==> src/rtl/smd_pkg.sv <==
package smd_pkg;
  typedef enum logic {
    SEQ_IDLE = 1'b0,
    SEQ_RECV = 1'b1
  } seq_state_e;

  function automatic int unsigned cnt_width(input int unsigned bits);
    return $clog2(bits + 1);
  endfunction
endpackage

==> src/rtl/smd_pos_seq.sv <==
// Tracks the bit position inside the current word and marks the final bit.
module smd_pos_seq
  import smd_pkg::*;
#(
  parameter int unsigned WORD_BITS = 8
) (
  input  logic clk,
  input  logic rst,
  input  logic word_start,
  output logic take,
  output logic last
);
  localparam int unsigned POS_W = (WORD_BITS > 1) ? $clog2(WORD_BITS) : 1;
  localparam logic [POS_W-1:0] LAST_IDX = POS_W'(WORD_BITS - 1);

  seq_state_e       state_q;
  logic [POS_W-1:0] pos_q;
  logic [POS_W-1:0] idx;

  // A marker always restarts at index 0, whatever the sequencer was doing.
  always_comb begin
    idx  = word_start ? '0 : pos_q;
    take = word_start || (state_q == SEQ_RECV);
    last = take && (idx == LAST_IDX);
  end

  always_ff @(posedge clk) begin
    if (rst) begin
      state_q <= SEQ_IDLE;
      pos_q   <= '0;
    end else if (take) begin
      state_q <= last ? SEQ_IDLE : SEQ_RECV;
      pos_q   <= last ? '0 : idx + POS_W'(1);
    end
  end
endmodule

==> src/rtl/smd_ones_cnt.sv <==
// Ones counter whose enable is the serial data bit itself.
module smd_ones_cnt
  import smd_pkg::*;
#(
  parameter int unsigned WORD_BITS = 8,
  localparam int unsigned CNT_W = cnt_width(WORD_BITS)
) (
  input  logic             clk,
  input  logic             rst,
  input  logic             clear,
  input  logic             take,
  input  logic             bit_in,
  output logic [CNT_W-1:0] cnt_next,
  output logic [CNT_W-1:0] cnt_q
);
  logic [CNT_W-1:0] base;
  logic             inc;

  always_comb begin
    base     = clear ? '0 : cnt_q;
    inc      = take && bit_in;
    cnt_next = base + CNT_W'(inc);
  end

  always_ff @(posedge clk) begin
    if (rst) begin
      cnt_q <= '0;
    end else if (clear || inc) begin
      cnt_q <= cnt_next;
    end
  end
endmodule

==> src/rtl/smd_verdict.sv <==
// Registers the verdict when the final bit is sampled.
module smd_verdict
  import smd_pkg::*;
#(
  parameter int unsigned WORD_BITS = 8,
  localparam int unsigned CNT_W = cnt_width(WORD_BITS)
) (
  input  logic             clk,
  input  logic             rst,
  input  logic             done,
  input  logic [CNT_W-1:0] total,
  output logic             res_valid,
  output logic             more_ones,
  output logic             tie
);
  localparam logic [CNT_W-1:0] HALF = CNT_W'(WORD_BITS / 2);

  logic more_d;
  logic tie_d;

  assign more_d = (total > HALF);

  // An equal split only exists for even word lengths.
  generate
    if (WORD_BITS % 2 == 0) begin : g_even
      assign tie_d = (total == HALF);
    end else begin : g_odd
      assign tie_d = 1'b0;
    end
  endgenerate

  always_ff @(posedge clk) begin
    if (rst) begin
      res_valid <= 1'b0;
      more_ones <= 1'b0;
      tie       <= 1'b0;
    end else begin
      res_valid <= done;
      if (done) begin
        more_ones <= more_d;
        tie       <= tie_d;
      end
    end
  end
endmodule

==> src/rtl/serial_majority_det.sv <==
module serial_majority_det
  import smd_pkg::*;
#(
  parameter int unsigned WORD_BITS = 8
) (
  input  logic clk,
  input  logic rst,
  input  logic bit_in,
  input  logic word_start,
  output logic res_valid,
  output logic more_ones,
  output logic tie
);
  localparam int unsigned CNT_W = cnt_width(WORD_BITS);

  logic             take;
  logic             last;
  logic [CNT_W-1:0] ones_next;
  logic [CNT_W-1:0] ones_q;

  smd_pos_seq #(.WORD_BITS(WORD_BITS)) u_seq (
    .clk        (clk),
    .rst        (rst),
    .word_start (word_start),
    .take       (take),
    .last       (last)
  );

  smd_ones_cnt #(.WORD_BITS(WORD_BITS)) u_cnt (
    .clk      (clk),
    .rst      (rst),
    .clear    (word_start),
    .take     (take),
    .bit_in   (bit_in),
    .cnt_next (ones_next),
    .cnt_q    (ones_q)
  );

  smd_verdict #(.WORD_BITS(WORD_BITS)) u_vrd (
    .clk       (clk),
    .rst       (rst),
    .done      (last),
    .total     (ones_next),
    .res_valid (res_valid),
    .more_ones (more_ones),
    .tie       (tie)
  );
endmodule

==> config.mk <==
export PLATFORM = sky130hd
export DESIGN_NAME = serial_majority_det
export DESIGN_NICKNAME = d
export VERILOG_FILES = /design/src/rtl/smd_pkg.sv /design/src/rtl/smd_pos_seq.sv /design/src/rtl/smd_ones_cnt.sv /design/src/rtl/smd_verdict.sv /design/src/rtl/serial_majority_det.sv
export SDC_FILE = /design/constraint.sdc
export NUM_CORES = 1
export LEC_CHECK = 0
export ABC_AREA = 1
export BUFFER_PORTS_ARGS = -buffer_cell sky130_fd_sc_hd__buf_2
export CORE_MARGIN = 1
export CORE_UTILIZATION = 48
export DETAILED_ROUTE_END_ITERATION = 12
export MAX_ROUTING_LAYER = met4
export PLACE_DENSITY = 0.75
export SLEW_MARGIN = 0
export SYNTH_ARGS = -nofsm -noshare
export SYNTH_HDL_FRONTEND = slang
export SYNTH_SLANG_ARGS = --single-unit
==> constraint.sdc <==
create_clock -name clk -period 1.45 [get_ports clk]
set_input_delay 0.145 -clock clk [delete_from_list [all_inputs] [get_ports clk]]
set_output_delay 0.145 -clock clk [all_outputs]
set_load 0.05 [all_outputs]
==> run summary, run 1 <==
Vias in the first global route = 510
Clock Path Buffers = 2
Die W = 38.2 um
Status = finished with violations
CP Data Arrival Time = 1.69 ns
Minimum clock period = 1.48 ns
Diodes inserted = 0
Switching share of power = 0.276
Top FF cell, synth = dfxtp_1
Final nets = 112
Gr usage total = 0.211
Storage element area = 221 um^2
Most frequent cell after synthesis = inv_1
Antenna Nets Post-Route = 0
Static leakage = 0.380 nW
# H-tree levels = 1
Distinct cells, synth = 22
Num CTS Buffers = 3
Worst setup margin = -0.0308 ns
# DRC = 0
Achievable frequency = 675 MHz
Maximum vdd drop = 0.532 mV
Reg power frac = 0.487
Placed Cells = 111
Worst hold margin = 0.182 ns
EDFF count, synth = 0
Post-synth top cells = inv_1, nand2_1, nor2_1, dfxtp_1, nand3_1
Final Cell Area = 805 um^2
Clock power share = 0.329
Seq cells post-synth = 11
Initial antenna violation count = 0
CTS tree = yes
Routed vias/inst = 4.74
Syn Nets = 94
Post-synthesis async set-or-reset flop share = 0
Finished Layout Cells = 117
Starting density of the core = 0.545
Final Cycle Share = 1.02
Gate power share = 0.184
Crit Path Class = reg2reg
DR WL/cell = 10.2 um
Num rows = 12
Crit-path max FO = 2
Fin Clk Skew = 0.00329 ns
Area contributors post-synth = dfxtp_1, inv_1, nand2_1
Syn. warnings = 0
Max Cap Viol = 0
Core area = 1160 um^2
Mapped Avg Cell Area = 7.33 um^2
First DRT Iteration DRCs = 10
Drt total wl = 1190 um
RSZ-0062 raised after global routing = true
Die area = 1460 um^2
Largest net degree at the start of global routing = 11
Worst EP required = 1.65 ns
Layout cells sized above 1 = 0.340
Fin. Hold Viols = 0
Max Slew Vio Count = 0
Power, Total = 0.656 mW
Top cell type by total area after synthesis = dfxtp_1
Post-Synthesis Cell Area = 631 um^2
I/O Pins = 7
Int Pwr = 0.474 mW
Final setup fails = 1
Number of detailed-route iterations in the first pass = 4
Clock-pin slew on the worst setup and hold paths = 0.07 ns
RePlAce Congestion = 0.750
Die Y-Extent = 38.2 um
Worst Tran Pin Value = 0.249 ns
Sequential fraction of the synthesis area = 0.349
# fillers = 98
Clock sink count = 11
Clk Latency, worst-skew pair = 0.27 ns
Switch Pwr = 0.181 mW
Share of Yosys cell area claimed by the top area cell type = 0.349
CP Launch Type = register
DR vias = 554
Cell area power density = 815 nW/um^2
Dpl cell area = 741 um^2
Nature of the critical path endpoint = register
Fin Setup TNS = -0.0308 ns
Hold WC Path Type = in2reg
Failing checks = negative setup slack
CTS Root Cell = clkbuf_4
Synthesis-to-layout area growth = 27.6%
GR Overflow Total = 0
Post-DP HPWL = 861 um
Synth Instances = 86
Relative slew slack = 0.835
Area taken by multi-input logic gates = 367 um^2
First-pass GRT wire length = 2010 um
IO buf count = 6
## power by group through the flow
| stage | combinational, mW | sequential [mW] | clock [mW] |
|---|---|---|---|
| 5_1_grt | 0.135 | 0.321 | 0.233 |
| 3_5_place_dp | 0.106 | 0.326 | 0 |
| 2_1_floorplan | 0.0770 | 0.327 | 0 |
| 6_report | 0.121 | 0.319 | 0.216 |
| 4_1_cts | 0.110 | 0.319 | 0.220 |
| 3_3_place_gp | 0.104 | 0.326 | 0 |
## final cells by class
cell class | count | area share
Tap cell | 14 | 0.0218
Multi-Input combinational cell | 55 | 0.456
Clock buffer | 4 | 0.0327
Inverter | 18 | 0.0933
Sequential cell | 11 | 0.275
Timing Repair Buffer | 15 | 0.121
## cells by family (layout without fill, tap and decap cells)
group	Yosys count	count (layout)	synth area share
buffers and inverters	20	37	0.141
adders and majority gates	4	4	0.0794
AOI/OAI and AO/OA	12	12	0.139
and+or+nand+nor	39	39	0.292
DFF	11	11	0.349
## state kept, by name, indices dropped and copies added (netlist names)
| name | cells |
|---|---|
| u_vrd.more_ones | 1 |
| u_cnt.cnt_q | 4 |
| u_seq.state_q | 1 |
| u_seq.pos_q | 3 |
| u_vrd.res_valid | 1 |
| u_vrd.tie | 1 |
## through the flow
stage                      util  setup WS, ns
after global placement    0.641       -0.0177
after floorplan               -       -0.0162
final                     0.696       -0.0308
after detailed placement  0.641       -0.0792
after global routing      0.696        -0.123
after CTS                 0.672       -0.0849
## critical path, stage by stage, from the launching register on
cell and delay (ns):
dfxtp_2 0.33, inv_2 0.07, nand2_4 0.06, inv_4 0.06
nor2_4 0.03, ha_4 0.16, ha_4 0.24, nor2_4 0.10
nand3_2 0.09, nor2_2 0.08, nand2_1 0.08, a21oi_2 0.13
## metal layers
layer / up-vias / global-route usage / share of wire
met4: 0 / 0.107 / 0.019
li1: 303 / - / -
met5: - / - / 0
met1: 240 / 0.245 / 0.49
met2: 7 / 0.335 / 0.46
met3: 4 / 0.0523 / 0.029
## path summary, 6_finish.rpt
path                               startpoint                           to  slack, ns  depth (start not counted)
hold / removal                            rst       u_vrd.tie$_SDFFE_PP0P_       0.18                          2
setup reg to reg   u_seq.state_q$_SDFFE_PP0N_       u_vrd.tie$_SDFFE_PP0P_      -0.03                         11
setup / recovery   u_seq.state_q$_SDFFE_PP0N_       u_vrd.tie$_SDFFE_PP0P_      -0.03                         11
hold reg to reg   u_cnt.cnt_q[0]$_SDFFE_PP0P_  u_cnt.cnt_q[0]$_SDFFE_PP0P_       0.47                          2
## layout by cell type, fill, tap and decap left out, types with 3 or more instances in the layout
cell type,Yosys,routed
buf_2,1,6
dfxtp_1,11,10
clkbuf_4,0,3
nand3_1,5,5
nor2_1,14,10
nor2_4,2,4
a21oi_1,3,3
buf_4,0,9
inv_1,16,15
nand2_1,15,15
## timing repair
item | 4_1_cts | 5_1_grt
pin swaps | 7 | 8
buffers inserted | 1 | 1
hold buffers | 0 | 0
resized for setup | 1 | 4
gates cloned | 0 | 0
endpoints found under the setup margin | 1 | 2
(Power assumes the default switching activity.)
==> inputs of run 2 (changes only) <==
--- a/config.mk
+++ b/config.mk
@@ -7,9 +7,10 @@
 export LEC_CHECK = 0
 export ABC_AREA = 1
 export BUFFER_PORTS_ARGS = -buffer_cell sky130_fd_sc_hd__buf_2
-export CORE_MARGIN = 1
+export CORE_MARGIN = 3
 export CORE_UTILIZATION = 48
 export DETAILED_ROUTE_END_ITERATION = 12
+export HOLD_SLACK_MARGIN = 0.06
 export MAX_ROUTING_LAYER = met4
 export PLACE_DENSITY = 0.75
 export SLEW_MARGIN = 0
==> run summary, run 2 (synthesis results as in run 1) <==
Status = finished clean
IO buf count = 6 (unchanged)
Clock-pin slew on the worst setup and hold paths = 0.08 ns (about the same)
RePlAce Congestion = 0.756 (+0.83%)
Nature of the critical path endpoint = register
Drt total wl = 1310 um (+10%)
Gr usage total = 0.153 (-0.0580)
Final setup fails = 0 (-1)
First DRT Iteration DRCs = 23 (+13)
Core area = 1170 um^2 (+1.3%)
Switching share of power = 0.281 (+0.00443)
Crit path max-delay family = simple AND/OR/NAND/NOR gates
Worst path cell trace = inv_2 > nand2_4 > inv_4 > nor2_4 > ha_4 > buf_4 > nand2_2 > inv_2 > buf_4 > nand3_1 > nand2_1 > nand2_1 > a21oi_2
Final nets = 114 (+1.8%)
Hold WC Path Type = in2reg
CTS Hold Bufs = 0 (unchanged)
Buf/Inv on CP = 5 (+3)
Diodes inserted = 0 (unchanged)
CP Data Arrival Time = 1.66 ns (-0.03 ns)
CP Launch Type = register
Starting density of the core = 0.538 (-0.00699)
Cell area power density = 790 nW/um^2 (-3.1%)
First-pass GRT wire length = 2040 um (+1.0%)
Die Y-Extent = 42.2 um (+10%)
Antenna Nets Post-Route = 0 (unchanged)
Commonest cells after routing, fill and taps aside = inv_1, nand2_1, buf_4
Initial antenna violation count = 0 (unchanged)
DR vias = 573 (+3.4%)
Crit Path Class = reg2reg
Worst setup margin = 0.00399 ns (+0.0348 ns)
Switch Pwr = 0.187 mW (+3.1%)
Vias in the first global route = 486 (-4.7%)
Largest net degree at the start of global routing = 11 (unchanged)
DR WL/cell = 11.0 um (+8.2%)
Maximum vdd drop = 0.556 mV (+4.7%)
Static leakage = 0.391 nW (+2.8%)
Clk Latency, worst-skew pair = 0.27 ns (about the same)
Final Cycle Share = 0.997 (-0.0240)
Die area = 1780 um^2 (+22%)
Most common cell after layout, fill and taps aside = inv_1
Number of detailed-route iterations in the first pass = 4 (unchanged)
Synthesis-to-layout area growth = 33.5%
I/O Pins = 7 (unchanged)
Largest register FFs = 4 (unchanged)
Slowest CP cell = dfxtp_2
Fin. Hold Viols = 0 (unchanged)
Layout cells sized above 1 = 0.419 (+0.0792)
Reg power frac = 0.480 (-0.007)
Num CTS Buffers = 3 (unchanged)
Achievable frequency = 692 MHz (+2.4%)
Worst Tran Pin Value = 0.247 ns (-0.00222 ns)
Clock sink count = 11 (unchanged)
Max Slew Vio Count = 0 (unchanged)
Area taken by multi-input logic gates = 389 um^2 (+6.1%)
Pre-CTS setup slack = -0.0145 ns (+0.0647 ns)
# H-tree levels = 1 (unchanged)
Die W = 42.2 um (+10%)
Clock Path Buffers = 2 (unchanged)
Clock power share = 0.326 (-0.003)
Storage element area = 221 um^2 (unchanged)
Relative slew slack = 0.836 (+0.00147)
Post-DP HPWL = 865 um (+0.41%)
Worst hold margin = 0.166 ns (-0.0155 ns)
Power, Total = 0.665 mW (+1.4%)
Routed vias/inst = 4.82 (+1.7%)
Crit-path max FO = 3 (+1)
Gate power share = 0.194 (+0.010)
# DRC = 0 (unchanged)
RSZ-0062 raised after global routing = true
Minimum clock period = 1.45 ns (-0.0348 ns)
Worst EP required = 1.66 ns (about the same)
CTS tree = yes
# fillers = 83 (-15%)
Max Cap Viol = 0 (unchanged)
GR Overflow Total = 0 (unchanged)
Slowest cell delay on critical path = 0.34 ns (about the same)
Fin Clk Skew = 0.00661 ns (+0.00333 ns)
Reg with most FFs = u_cnt.cnt_q
CTS Root Cell = clkbuf_4
Biggest regs = u_cnt.cnt_q: 4 flops, u_seq.pos_q: 3 flops
Int Pwr = 0.478 mW (+0.81%)
Num rows = 12 (unchanged)
run 2: cell types whose count changed in the layout (fill, tap and decap cells not counted), moves of 2 or more:
cell / change
nor2_1: -2
nand2_1: -3
nand2_2: +3
buf_4: +2
run 2: power by group through the flow:
| stage | combinational [mW] | sequential, mW | clock, mW |
|---|---|---|---|
| final | 0.129 | 0.319 | 0.217 |
| after floorplan | 0.0770 | 0.327 | 0 |
| after global placement | 0.104 | 0.326 | 0 |
| after CTS | 0.108 | 0.319 | 0.221 |
| after global routing | 0.143 | 0.320 | 0.235 |
| after detailed placement | 0.106 | 0.326 | 0 |
run 2: layout make-up:
cell class | instances | area share
inverter | 18 | 0.0892
tap | 14 | 0.0208
timing repair buffer | 17 | 0.134
sequential | 11 | 0.263
multi-input combinational | 55 | 0.462
clock buffer | 4 | 0.0312
run 2: metal layers:
metal	up-vias	part of all wire	global-route usage
li1	307	-	-
met1	252	0.48	0.200
met2	10	0.46	0.216
met3	4	0.030	0.0258
met4	0	0.026	0.0932
met5	-	0	-
run 2: metrics by stage:
| step | util | area [um^2] | cells | setup TNS, ns |
|---|---|---|---|---|
| floorplan | - | 657 | 86 | -0.0162 |
| global placement | 0.632 | 741 | 111 | 0 |
| detailed placement | 0.632 | 741 | 111 | -0.0145 |
| CTS | 0.657 | 769 | 115 | -0.0370 |
| global route | 0.719 | 842 | 119 | -0.254 |
| finish | 0.719 | 842 | 119 | 0 |
run 2: what timing repair did:
item,in CTS,in global routing
buffers inserted,0,4
pin swaps,2,7
endpoints found under the setup margin,1,4
resized for setup,1,12
run 2: worst reg2reg max path, stage by stage (launching register included):
cell and delay [ns]:
dfxtp_2 0.34, inv_2 0.05, nand2_4 0.07, inv_4 0.04
nor2_4 0.08, ha_4 0.15, buf_4 0.11, nand2_2 0.05
inv_2 0.08, buf_4 0.10, nand3_1 0.08, nand2_1 0.08
nand2_1 0.06, a21oi_2 0.11
run 2: final timing paths:
path,startpoint,endpoint,slack [ns],depth (start not counted)
setup reg to reg,u_seq.state_q$_SDFFE_PP0N_,u_vrd.tie$_SDFFE_PP0P_,0.004,13
hold / removal,rst,u_vrd.tie$_SDFFE_PP0P_,0.17,2
hold reg to reg,u_cnt.cnt_q[0]$_SDFFE_PP0P_,u_cnt.cnt_q[0]$_SDFFE_PP0P_,0.48,2
setup / recovery,u_seq.state_q$_SDFFE_PP0N_,u_vrd.tie$_SDFFE_PP0P_,0.004,13
==> inputs of run 3 (changes only) <==
--- a/config.mk
+++ b/config.mk
@@ -6,14 +6,15 @@
 export NUM_CORES = 1
 export LEC_CHECK = 0
 export ABC_AREA = 1
-export BUFFER_PORTS_ARGS = -buffer_cell sky130_fd_sc_hd__buf_2
-export CORE_MARGIN = 3
-export CORE_UTILIZATION = 48
+export BUFFER_PORTS_ARGS = -buffer_cell sky130_fd_sc_hd__buf_4
+export CORE_AREA = 3 3 40 42
 export DETAILED_ROUTE_END_ITERATION = 12
+export DIE_AREA = 0 0 43 45
 export HOLD_SLACK_MARGIN = 0.06
 export MAX_ROUTING_LAYER = met4
-export PLACE_DENSITY = 0.75
+export PLACE_DENSITY = 0.71
 export SLEW_MARGIN = 0
 export SYNTH_ARGS = -nofsm -noshare
 export SYNTH_HDL_FRONTEND = slang
+export SYNTH_HIERARCHICAL = 1
 export SYNTH_SLANG_ARGS = --single-unit
==> run summary, run 3 <==
GR Overflow Total = 0 (unchanged)
Hold depth = 2 (unchanged)
Die W = 43 um (+1.8%)
Post-synth top cells = nor2_1, inv_1, nand2_1, dfxtp_1, nand3_1
CP Launch Type = register
IO buf count = 6 (unchanged)
Diodes inserted = 0 (unchanged)
Max Slew Vio Count = 0 (unchanged)
Die Y-Extent = 45 um (+6.5%)
Maximum vdd drop = 0.663 mV (+19%)
Post-synthesis async set-or-reset flop share = 0 (unchanged)
Vias in the first global route = 503 (+3.5%)
Area taken by multi-input logic gates = 363 um^2 (-6.8%)
Nature of the critical path endpoint = register
Cell area power density = 780 nW/um^2 (-1.2%)
Num CTS Buffers = 3 (unchanged)
Status = finished clean
Static leakage = 0.405 nW (+3.5%)
Simple-Gate Fraction of Synth Area = 0.336 (+0.0445)
Clock sink count = 11 (unchanged)
Layout cells sized above 1 = 0.450 (+0.0305)
Largest family of logic cells by synthesized area = simple AND/OR/NAND/NOR gates
Synth Area in Adders = 0.0840 (+0.00467)
Crit Path Class = reg2reg
Clk Latency, worst-skew pair = 0.27 ns (about the same)
Largest net degree at the start of global routing = 9 (-2)
Area contributors post-synth = dfxtp_1, nor2_1, inv_1
CP Data Arrival Time = 1.65 ns (about the same)
Top cell type by total area after synthesis = dfxtp_1
R2r endpoint = u_vrd/tie$_SDFFE_PP0P_
Drt total wl = 1360 um (+3.9%)
CTS Root Cell = clkbuf_4
Multiplexer area fraction after synthesis = 0 (unchanged)
EDFF count, synth = 0 (unchanged)
Seq cells post-synth = 11 (unchanged)
Synth Area in XOR/XNOR = 0 (unchanged)
Crit-path max FO = 2 (-1)
Number of detailed-route iterations in the first pass = 4 (unchanged)
Die area = 1940 um^2 (+8.4%)
# H-tree levels = 1 (unchanged)
Fin. Hold Viols = 0 (unchanged)
RR Startpoint = u_seq/state_q$_SDFFE_PP0P_
Post-Synthesis Cell Area = 596 um^2 (-5.6%)
Top FF cell, synth = dfxtp_1
Gr usage total = 0.145 (-0.00782)
Syn Nets = 97 (+3.2%)
Syn. warnings = 6 (+6)
Fin Setup TNS = 0 ns (unchanged)
Achievable frequency = 698 MHz (+0.92%)
DR WL/cell = 11.0 um (-0.29%)
Most common cell after layout, fill and taps aside = buf_4
Num rows = 13 (+1)
Initial antenna violation count = 0 (unchanged)
Power, Total = 0.645 mW (-3.0%)
Sequential fraction of the synthesis area = 0.370 (+0.0205)
# DRC = 0 (unchanged)
Worst EP required = 1.66 ns (about the same)
Storage element area = 224 um^2 (+1.1%)
Post-DP HPWL = 931 um (+7.6%)
Clock Path Buffers = 2 (unchanged)
Biggest regs = u_cnt/cnt_q: 4 flops, u_seq/pos_q: 3 flops
DR vias = 591 (+3.1%)
# fillers = 126 (+52%)
Max Cap Viol = 0 (unchanged)
Final Cycle Share = 0.988 (-0.00912)
Most frequent cell after synthesis = nor2_1
Synth Area in Compound Gates = 0.0840 (-0.0549)
Hold WC Path Type = in2reg
First-pass GRT wire length = 1950 um (-4.1%)
Commonest cells after routing, fill and taps aside = buf_4, nor2_1, inv_1
Largest register FFs = 4 (unchanged)
Mapped Avg Cell Area = 6.69 um^2 (-8.7%)
Share of Yosys cell area claimed by the top area cell type = 0.370 (+0.0205)
Fin Clk Skew = 0.00321 ns (-0.00340 ns)
Clock-pin slew on the worst setup and hold paths = 0.07 ns (about the same)
Synthesis-to-layout area growth = 38.9%
Min-Delay Endpoint = u_vrd/tie$_SDFFE_PP0P_
Synth Instances = 89 (+3.5%)
Relative slew slack = 0.757 (-0.0795)
Worst Tran Pin Value = 0.363 ns (+0.116 ns)
Final nets = 118 (+3.5%)
First DRT Iteration DRCs = 15 (-35%)
Antenna Nets Post-Route = 0 (unchanged)
Starting density of the core = 0.463 (-0.0750)
Routed vias/inst = 4.77 (-1.0%)
Worst Reg2Reg Path Length in Cells = 13 (unchanged)
CTS tree = yes
Worst hold margin = 0.0865 ns (-0.0798 ns)
Reg2Reg Setup Slack = 0.02 ns (about the same)
Core area = 1280 um^2 (+9.7%)
I/O Pins = 7 (unchanged)
Distinct cells, synth = 17 (-23%)
Hold_sp = rst
RePlAce Congestion = 0.840 (+11%)
Minimum clock period = 1.43 ns (-0.0132 ns)
CTS Hold Bufs = 0 (unchanged)
Reg with most FFs = u_cnt/cnt_q
Final setup fails = 0 (unchanged)
run 3: cell count changes after synthesis, sizes merged, moves of 2 or more:
cell,previous run,this run
nor2,16,18
a211oi,2,0
a21oi,5,3
nand3,6,9
o21ai,2,4
buf,2,0
o31ai,2,0
run 3: stage by stage:
stage | area, um^2 | instances | util | setup WS, ns
2_1_floorplan | 596 | 89 | - | 0.0431
3_3_place_gp | 712 | 117 | 0.554 | 0.0432
3_5_place_dp | 712 | 117 | 0.554 | 0.00190
4_1_cts | 743 | 121 | 0.578 | 0.00383
5_1_grt | 827 | 124 | 0.644 | -0.0481
6_report | 827 | 124 | 0.644 | 0.0172
run 3: cell families (layout without fill, tap and decap cells):
group	Yosys count	in the layout
AOI/OAI and AO/OA	8	8
buffers and inverters	20	40
adders and majority gates	4	4
and+or+nand+nor	46	46
DFF	11	11
run 3: what timing repair did:
item | in CTS | in global routing
pin swaps | 2 | 9
cloned | 0 | 0
hold endpoints to repair | 0 | 0
setup endpoints to repair | 2 | 3
setup buffers | 0 | 3
gates resized for setup | 2 | 21
run 3: critical path: stages, from the launching register on:
cell	delay, ns
dfxtp_2	0.33
inv_2	0.03
nand2_2	0.07
nand2_2	0.06
inv_2	0.07
ha_4	0.14
nand2_2	0.05
inv_2	0.07
nand2_2	0.07
nand2_2	0.11
nand2_2	0.07
nor2_4	0.11
nand3_2	0.07
a21oi_2	0.13
run 3: layout make-up:
| cell class | count | share of cell area |
|---|---|---|
| repair buffers | 16 | 0.145 |
| flip-flops and latches | 11 | 0.271 |
| clock buffers | 4 | 0.0318 |
| inverters | 20 | 0.0908 |
| multi-input cells | 58 | 0.439 |
| well taps | 15 | 0.0227 |
run 3: routing by layer:
metal	share of wire	vias to the layer above	track usage
met5	0	-	-
met4	0.021	0	0.108
met3	0.030	4	0.0478
met2	0.52	8	0.228
met1	0.43	269	0.151
li1	-	310	-
run 3: how the worst max path moves through the flow:
| stage | start | to | slack (ns) | depth (start not counted) |
|---|---|---|---|---|
| global placement | u_seq/state_q$_SDFFE_PP0P_ | u_vrd/tie$_SDFFE_PP0P_ | 0.04 | 12 |
| finish | u_seq/state_q$_SDFFE_PP0P_ | u_vrd/tie$_SDFFE_PP0P_ | 0.02 | 13 |
| CTS | u_seq/state_q$_SDFFE_PP0P_ | u_vrd/more_ones$_SDFFE_PP0P_ | 0.004 | 11 |
| detailed placement | u_seq/state_q$_SDFFE_PP0P_ | u_vrd/more_ones$_SDFFE_PP0P_ | 0.002 | 11 |
| global route | u_seq/state_q$_SDFFE_PP0P_ | u_vrd/tie$_SDFFE_PP0P_ | -0.05 | 13 |
| floorplan | u_seq/state_q$_SDFFE_PP0P_ | u_vrd/tie$_SDFFE_PP0P_ | 0.04 | 9 |
run 3: power breakdown:
part	switching, mW	total [mW]	internal (mW)	leakage [nW]
Sequential	0.00742	0.323	0.316	0.0907
Clock	0.109	0.215	0.107	0.0150
Combinational	0.0583	0.106	0.0480	0.299
